[config.mk]
export PLATFORM = sky130hd
export DESIGN_NAME = rx_frame_filter
export DESIGN_NICKNAME = d
export VERILOG_FILES = /design/src/rtl/rxf_pkg.sv /design/src/rtl/rxf_len_counter.sv /design/src/rtl/rxf_classify.sv /design/src/rtl/rxf_decide.sv /design/src/rtl/rx_frame_filter.sv
export SDC_FILE = /design/constraint.sdc
export NUM_CORES = 1
export LEC_CHECK = 0
export BUFFER_PORTS_ARGS = -buffer_cell sky130_fd_sc_hd__buf_4
export CORE_MARGIN = 4
export CORE_UTILIZATION = 45
export DETAILED_ROUTE_END_ITERATION = 7
export HOLD_SLACK_MARGIN = 0.1
export MAX_ROUTING_LAYER = met4
export PLACE_DENSITY = 0.7
export SYNTH_ARGS = -nofsm -noshare
export SYNTH_HDL_FRONTEND = slang
export SYNTH_HIERARCHICAL = 1
export SYNTH_SLANG_ARGS = --single-unit
[constraint.sdc]
create_clock -name clk -period 9.1 [get_ports clk]
set_clock_uncertainty 0.1 [all_clocks]
set_input_delay 0.91 -clock clk [delete_from_list [all_inputs] [get_ports clk]]
set_output_delay 0.91 -clock clk [all_outputs]
set_load 0.01 [all_outputs]
[src/rtl/rxf_pkg.sv]
package rxf_pkg;
   typedef enum logic [1:0] {
      CLS_GOOD   = 2'd0,
      CLS_RUNT   = 2'd1,
      CLS_OVER   = 2'd2,
      CLS_BADFCS = 2'd3
   } rxf_cls_e;
endpackage

[src/rtl/rxf_len_counter.sv]
module rxf_len_counter #(
   parameter int CW    = 11,
   parameter int SAT   = 1523
) (
   input  logic          clk,
   input  logic          rst_n,
   input  logic          beat,
   input  logic          sof,
   input  logic          eof,
   output logic [CW-1:0] len_now
);
   localparam logic [CW-1:0] SAT_V = CW'(SAT);

   logic [CW-1:0] cnt_q;
   logic [CW-1:0] cnt_inc;

   always_comb begin
      cnt_inc = (cnt_q >= SAT_V) ? SAT_V : cnt_q + 1'b1;
      len_now = sof ? CW'(1) : cnt_inc;
   end

   always_ff @(posedge clk) begin
      if (!rst_n)
         cnt_q <= '0;
      else if (beat)
         cnt_q <= eof ? '0 : len_now;
   end


   cnt_clear_chk: assert property (@(posedge clk) disable iff (!rst_n)
      (beat && eof) |=> (cnt_q == '0));


   cnt_sat_chk: assert property (@(posedge clk) disable iff (!rst_n)
      (beat && !sof && !eof && cnt_q == SAT_V) |=> (cnt_q == SAT_V));


   cnt_bound_chk: assert property (@(posedge clk) disable iff (!rst_n)
      cnt_q <= SAT_V);
endmodule

[src/rtl/rxf_classify.sv]
module rxf_classify
   import rxf_pkg::*;
#(
   parameter int CW      = 11,
   parameter int MIN_LEN = 64,
   parameter int MAX_STD = 1518,
   parameter int MAX_TAG = 1522
) (
   input  logic [CW-1:0] len,
   input  logic          long_sel,
   input  logic          fcs_ok,
   output rxf_cls_e      cls
);
   localparam logic [CW-1:0] MIN_V = CW'(MIN_LEN);
   localparam logic [CW-1:0] STD_V = CW'(MAX_STD);
   localparam logic [CW-1:0] TAG_V = CW'(MAX_TAG);

   logic [CW-1:0] limit;

   generate
      if (MAX_TAG == MAX_STD) begin : g_one_limit
         logic unused_sel;
         assign unused_sel = long_sel;
         assign limit      = STD_V;
      end else begin : g_two_limits
         assign limit = long_sel ? TAG_V : STD_V;
      end
   endgenerate

   always_comb begin
      if (len > limit)
         cls = CLS_OVER;
      else if (len < MIN_V)
         cls = CLS_RUNT;
      else if (!fcs_ok)
         cls = CLS_BADFCS;
      else
         cls = CLS_GOOD;
   end
endmodule

[src/rtl/rxf_decide.sv]
module rxf_decide
   import rxf_pkg::*;
(
   input  logic     end_beat,
   input  rxf_cls_e cls,
   output logic     accept,
   output logic     discard,
   output logic     runt_inc,
   output logic     over_inc,
   output logic     bad_inc
);
   always_comb begin
      accept   = end_beat && (cls == CLS_GOOD);
      discard  = end_beat && (cls != CLS_GOOD);
      runt_inc = end_beat && (cls == CLS_RUNT);
      over_inc = end_beat && (cls == CLS_OVER);
      bad_inc  = end_beat && (cls == CLS_BADFCS);
   end
endmodule

[src/rtl/rx_frame_filter.sv]
module rx_frame_filter
   import rxf_pkg::*;
#(
   parameter int MIN_LEN = 64,
   parameter int MAX_STD = 1518,
   parameter int MAX_TAG = 1522
) (
   input  logic clk,
   input  logic rst_n,
   input  logic in_valid,
   input  logic in_sof,
   input  logic in_eof,
   input  logic fcs_ok,
   input  logic long_sel,
   output logic frame_accept,
   output logic frame_discard,
   output logic runt_inc,
   output logic oversize_inc,
   output logic badfcs_inc
);
   localparam int SAT = MAX_TAG + 1;
   localparam int CW  = $clog2(SAT + 1);

   generate
      if (MIN_LEN < 2 || MIN_LEN >= MAX_STD || MAX_STD > MAX_TAG) begin : g_bad_cfg
         $error("rx_frame_filter: need 2 <= MIN_LEN < MAX_STD <= MAX_TAG");
      end
   endgenerate

   logic          beat;
   logic          end_beat;
   logic [CW-1:0] len_now;
   rxf_cls_e      cls;

   assign beat     = in_valid;
   assign end_beat = in_valid && in_eof;

   rxf_len_counter #(.CW(CW), .SAT(SAT)) u_cnt (
      .clk     (clk),
      .rst_n   (rst_n),
      .beat    (beat),
      .sof     (in_sof),
      .eof     (in_eof),
      .len_now (len_now)
   );

   rxf_classify #(.CW(CW), .MIN_LEN(MIN_LEN), .MAX_STD(MAX_STD), .MAX_TAG(MAX_TAG)) u_cls (
      .len      (len_now),
      .long_sel (long_sel),
      .fcs_ok   (fcs_ok),
      .cls      (cls)
   );

   rxf_decide u_dec (
      .end_beat (end_beat),
      .cls      (cls),
      .accept   (frame_accept),
      .discard  (frame_discard),
      .runt_inc (runt_inc),
      .over_inc (oversize_inc),
      .bad_inc  (badfcs_inc)
   );


   one_verdict_chk: assert property (@(posedge clk) disable iff (!rst_n)
      end_beat |-> ($countones({frame_accept, frame_discard}) == 1));


   quiet_idle_chk: assert property (@(posedge clk) disable iff (!rst_n)
      !end_beat |-> !(frame_accept || frame_discard || runt_inc || oversize_inc || badfcs_inc));


   single_inc_chk: assert property (@(posedge clk) disable iff (!rst_n)
      $onehot0({runt_inc, oversize_inc, badfcs_inc}));


   discard_has_inc_chk: assert property (@(posedge clk) disable iff (!rst_n)
      frame_discard |-> (runt_inc || oversize_inc || badfcs_inc));


   accept_clean_chk: assert property (@(posedge clk) disable iff (!rst_n)
      frame_accept |-> fcs_ok);
endmodule

# After elaboration in Yosys (flattened, before gate mapping)
# Index checks and enable logic that the tools add are counted.
# totals
ff_bits,11
out_inout_bits,5
elab_cells,23
in_bits,7
# classes
reduce_logical,8
n_addsub,1
order_cmp,3
muxes,7
n_eq_ne,3
# op_table
op,n
$mux 11,3
$add 11x1->11 const B,1
$ge 11x11->1 const B,1
$gt 11x11->1,1
$lt 11x7->1 const B,1
$logic_and 1x1->1,6
$mux 2,3
$mux 5,1
$eq 2x2->1 const B,2
$eq 2x1->1 const B,1
$logic_not 2->1,1
$reduce_bool 2->1,1

# Longest topological paths before layout
# logic_depth
word_depth,8
mapped_depth,11
depth_no_buf,10

# Cells and area by module
# The synthesis kept the hierarchy.
# modules_own_cells
module,cells_each,area_each_um2,instances,seq_area_each_um2
rxf_len_counter,106,809.5,1,220.2
rxf_classify,17,122.6,1,0.0
rxf_decide,5,45.0,1,0.0
rx_frame_filter,1,6.3,1,0.0

# Least setup slack after synthesis
# Ideal clock, no wire load.
# synth_path
path_type,flip-flop to output port
from,register u_cnt.cnt_q[0]
to,output badfcs_inc
t_required_ns,8.090
path_stages_with_launch,11
arrival_time_ns,2.820
path_slack_ns,5.270
n_path_buf,0
cell_sequence,dfxtp_1 ha_1 a2111o_1 a31o_1 nand2_1 a21oi_1 ha_1 nand4_1 o211a_1 a222oi_1 and3_2
# synth_between
elab_chain_len,8
elab_cells_between_ends,10
classes_between,add/sub: 1; order compare: 3; eq/ne: 1; mux: 4; reduce/logical: 1
# synth_rtl
item,line_no,source
"start, declared",rxf_len_counter.sv:14,logic [CW-1:0] cnt_q;
"start signal, assigned",rxf_len_counter.sv:26,cnt_q <= eof ? '0 : len_now;
$add 11x1->11 / $ge 11x11->1 (equally long branches),rxf_len_counter.sv:18,cnt_inc = (cnt_q >= SAT_V) ? SAT_V : cnt_q + 1'b1;
$mux 11 *,rxf_len_counter.sv:18,
$mux 11 *,rxf_len_counter.sv:19,len_now = sof ? CW'(1) : cnt_inc;
via len_now[4],rx_frame_filter.sv:32,logic [CW-1:0] len_now;
$lt 11x7->1,rxf_classify.sv:33,else if (len < MIN_V)
$mux 2,rxf_classify.sv:33,
$mux 2 *,rxf_classify.sv:31,if (len > limit)
via cls[0],rx_frame_filter.sv:33,rxf_cls_e cls;
$eq 2x2->1 *,rxf_decide.sv:17,bad_inc = end_beat && (cls == CLS_BADFCS);
$logic_and 1x1->1 *,rxf_decide.sv:17,
"end, declared",rx_frame_filter.sv:19,output logic badfcs_inc
# The timed path passes the listed nets; every way through them passes the cells marked *.

# Worst setup path in the final report
# Same ends and word-level chain as after synthesis.

==> results.cfg <==
[outcome]
status = finished clean

[critical_path]
crit_start = u_cnt/cnt_q[0]$_SDFFE_PN0P_
path_max_fanout = 9
crit_type = reg2out
critPathLaunchType = flip-flop
crit_required_ns = 8.09
cp_cell_sequence = ha_1 -> a2111o_1 -> a31o_1 -> nand2_1 -> a21oi_1 -> ha_1 -> nand4_1 -> o211a_1 -> a222oi_1 -> and3_2 -> buf_4
regToRegSetupSlack_ns = 7.10
max_stage_delay_ns = 0.56
crit_end = badfcs_inc
path_buf_inv = 1
r2r-start = u_cnt/cnt_q[0]$_SDFFE_PN0P_
cp-end-kind = primary output
arrival_ns = 3.54
ff2ff_path_depth = 5
path_delay_family = compound AO/OA/AOI/OAI gates
cp_common_cell = ha_1
worstSetupPathDepth = 11
cp_slowest_cell = a222oi_1
rr_endpoint = u_cnt/cnt_q[2]$_SDFFE_PN0P_

[routing]
finalWirelength_um = 2450
drtAntennaViolNets = 0
post_drt_via_cell_ratio = 6.18
vias = 1007
drtIter0Drc = 37
drc_errors = 0
first_pass_iters = 4
wl_per_cell_um = 15.0

[hold_path]
hold_path.class = reg2reg

[global_routing]
antenna_found_initial = 0
globalRouteTotalUtil_pct = 19.9
grt_pass1_wl_um = 4180
overflow = 0
first_global_vias = 926
grt_max_degree = 15

[synth]
synth_simple_gate_area_share_pct = 30.7
synth-xor-area-share_pct = 6.23
syn-mean-instance-area_um2 = 7.62
synth_compound_area_share_pct = 29.4
synth_top_family_by_area = simple AND/OR/NAND/NOR gates
synth_cells = 129
synth_fp_nets = 140
synth.distinct_cells = 41
synth-edff-count = 0
ys_ff_latch = 11
async_reset_ff_share_pct = 0
synth_area_um2 = 983
ys_warn_count = 6
yosys.area_share.adder_pct = 5.09
synthFlopType = dfxtp_1
yosysSeqAreaShare_pct = 22.4
synthMuxAreaShare_pct = 0

[timing]
hold_violations = 0
finalSetupViolCount = 0
min_period_over_period_pct = 50.0
fmax_mhz = 220
rsz0062_at_grt = no
fin_tns_setup_ns = 0
slew_headroom_pct = 49.8
tightestPinTransition_ns = 0.752
report.final.slew_viol_count = 0
whs_ns = 0.470
period_needed_ns = 4.55

[pwr]
intPower_uw = 70.6
swShare_pct = 26.2
irDropWorstVdd_mv = 0.0404
clkPwrFrac_pct = 35.9
p_total_uw = 95.6
power.density_nw_per_um2 = 87.9
combPwrFrac_pct = 12.7
static-leakage-power_nw = 0.418
p_sw_uw = 25.0
p_seq_share_pct = 51.4

[clocking]
cts_sinks = 11
cts_root_buf = clkbuf_4
cts-htree-levels = 1
insertion_delay_ns = 0.27
numCtsBuffers = 3
cts_tree = built
clock_path_buffers = 2
post_cts_resize_count = 0
hold_buffers = 0
cts.reportedPaths.clkPinSlew_ns = 0.07
cts_setup_buffers = 0

[flow_run]
maxCapViolCount = 0

[place]
dpl-instance-area_um2 = 1060
place_hpwl_um = 1840
gp_congestion = 0.866
numPortBuffers = 11

[cells_and_area]
drive_gt1_share_pct = 13.2
top_regs = u_cnt/cnt_q (11)
largest_register = u_cnt/cnt_q
largest_reg_flops = 11
area_growth_pct = 10.6
multi_input_comb_area_um2 = 702
final_cell_mix = a21oi_1 (13), buf_4 (11), nand2_1 (11), dfxtp_1 (11), nor2_1 (9)
fill_cells = 202
final_area_um2 = 1090
regArea_um2 = 220
diodes = 0
nets = 148
final_common_cell = a21oi_1

[die]
core-area_um2 = 2020
die_h_um = 54.8
start_util_pct = 48.6
io_pins = 12
dieArea_um2 = 3000
die_width_um = 54.8
core.rowCount = 16
==> per-stage QoR <==
| stage | setup slack, ns | cells | utilization (%) |
|---|---|---|---|
| 6_report | 4.55 | 163 | 53.8 |
| 5_1_grt | 4.22 | 163 | 53.8 |
| 4_1_cts | 4.55 | 163 | 53.8 |
| 3_5_place_dp | 4.88 | 159 | 52.5 |
| 3_3_place_gp | 5.03 | 159 | 52.5 |
| 2_1_floorplan | 5.27 | 129 | - |
==> power groups by stage <==
stage / clock (mW) / combinational, mW / sequential (mW)
floorplan: 0 / 0.00728 / 0.0501
global placement: 0 / 0.0116 / 0.0502
detailed placement: 0 / 0.0119 / 0.0502
CTS: 0.0361 / 0.0119 / 0.0491
global route: 0.0375 / 0.0134 / 0.0492
finish: 0.0343 / 0.0121 / 0.0491
==> cell type report <==
type,count,share of cell area (%)
clock buffer,4,2.42
inverter,6,2.07
multi-input combinational,104,64.6
sequential,11,20.3
tap,27,3.11
timing repair buffer,11,7.59
==> how the worst min path moves through the flow <==
| stage | from | end | slack, ns | depth (start not counted) |
|---|---|---|---|---|
| final | u_cnt/cnt_q[10]$_SDFFE_PN0P_ | u_cnt/cnt_q[10]$_SDFFE_PN0P_ | 0.47 | 2 |
| after global routing | u_cnt/cnt_q[10]$_SDFFE_PN0P_ | u_cnt/cnt_q[10]$_SDFFE_PN0P_ | 0.49 | 2 |
| after CTS | u_cnt/cnt_q[10]$_SDFFE_PN0P_ | u_cnt/cnt_q[10]$_SDFFE_PN0P_ | 0.46 | 2 |
| after detailed placement | u_cnt/cnt_q[10]$_SDFFE_PN0P_ | u_cnt/cnt_q[10]$_SDFFE_PN0P_ | 0.45 | 2 |
| after global placement | u_cnt/cnt_q[10]$_SDFFE_PN0P_ | u_cnt/cnt_q[10]$_SDFFE_PN0P_ | 0.44 | 2 |
| after floorplan | u_cnt/cnt_q[10]$_SDFFE_PN0P_ | u_cnt/cnt_q[10]$_SDFFE_PN0P_ | 0.39 | 2 |
==> logic make-up after synthesis <==
family | Yosys count
AOI/OAI and AO/OA | 40
xor gates and xnor gates | 7
adders and majority gates | 4
buffers and inverters | 14
DFF | 11
and+or+nand+nor | 53
==> Yosys cell counts (3+ instances only) <==
library cell  count  area (um^2)
inv_1             6         22.5
clkbuf_1          6         22.5
o21ai_0           6         30.0
xnor2_1           6         52.6
and4_1            4         35.0
nand2_1          11         41.3
nor2_1            9         33.8
dfxtp_1          11          220
a311o_1           4         40.0
nand3_1           4         20.0
and2_1            3         18.8
a21oi_1          13         65.1
nor3_1            6         30.0
a221o_1           4         40.0
ha_1              4         50.1
==> worst register-to-register path: stages (launching register included) <==
cell and delay [ns]:
dfxtp_1 0.38, ha_1 0.30, a2111o_1 0.34, a31o_1 0.27
a2111oi_0 0.41, a221o_1 0.16
==> routing by layer <==
layer | up-vias | GRT usage (%) | part of all wire, %
met5 | - | - | 0
met4 | 0 | 9.54 | 1.8
met3 | 5 | 2.18 | 3.2
met2 | 26 | 31.1 | 46
met1 | 469 | 25.3 | 49
li1 | 507 | - | -
(Power assumes the default switching activity.)
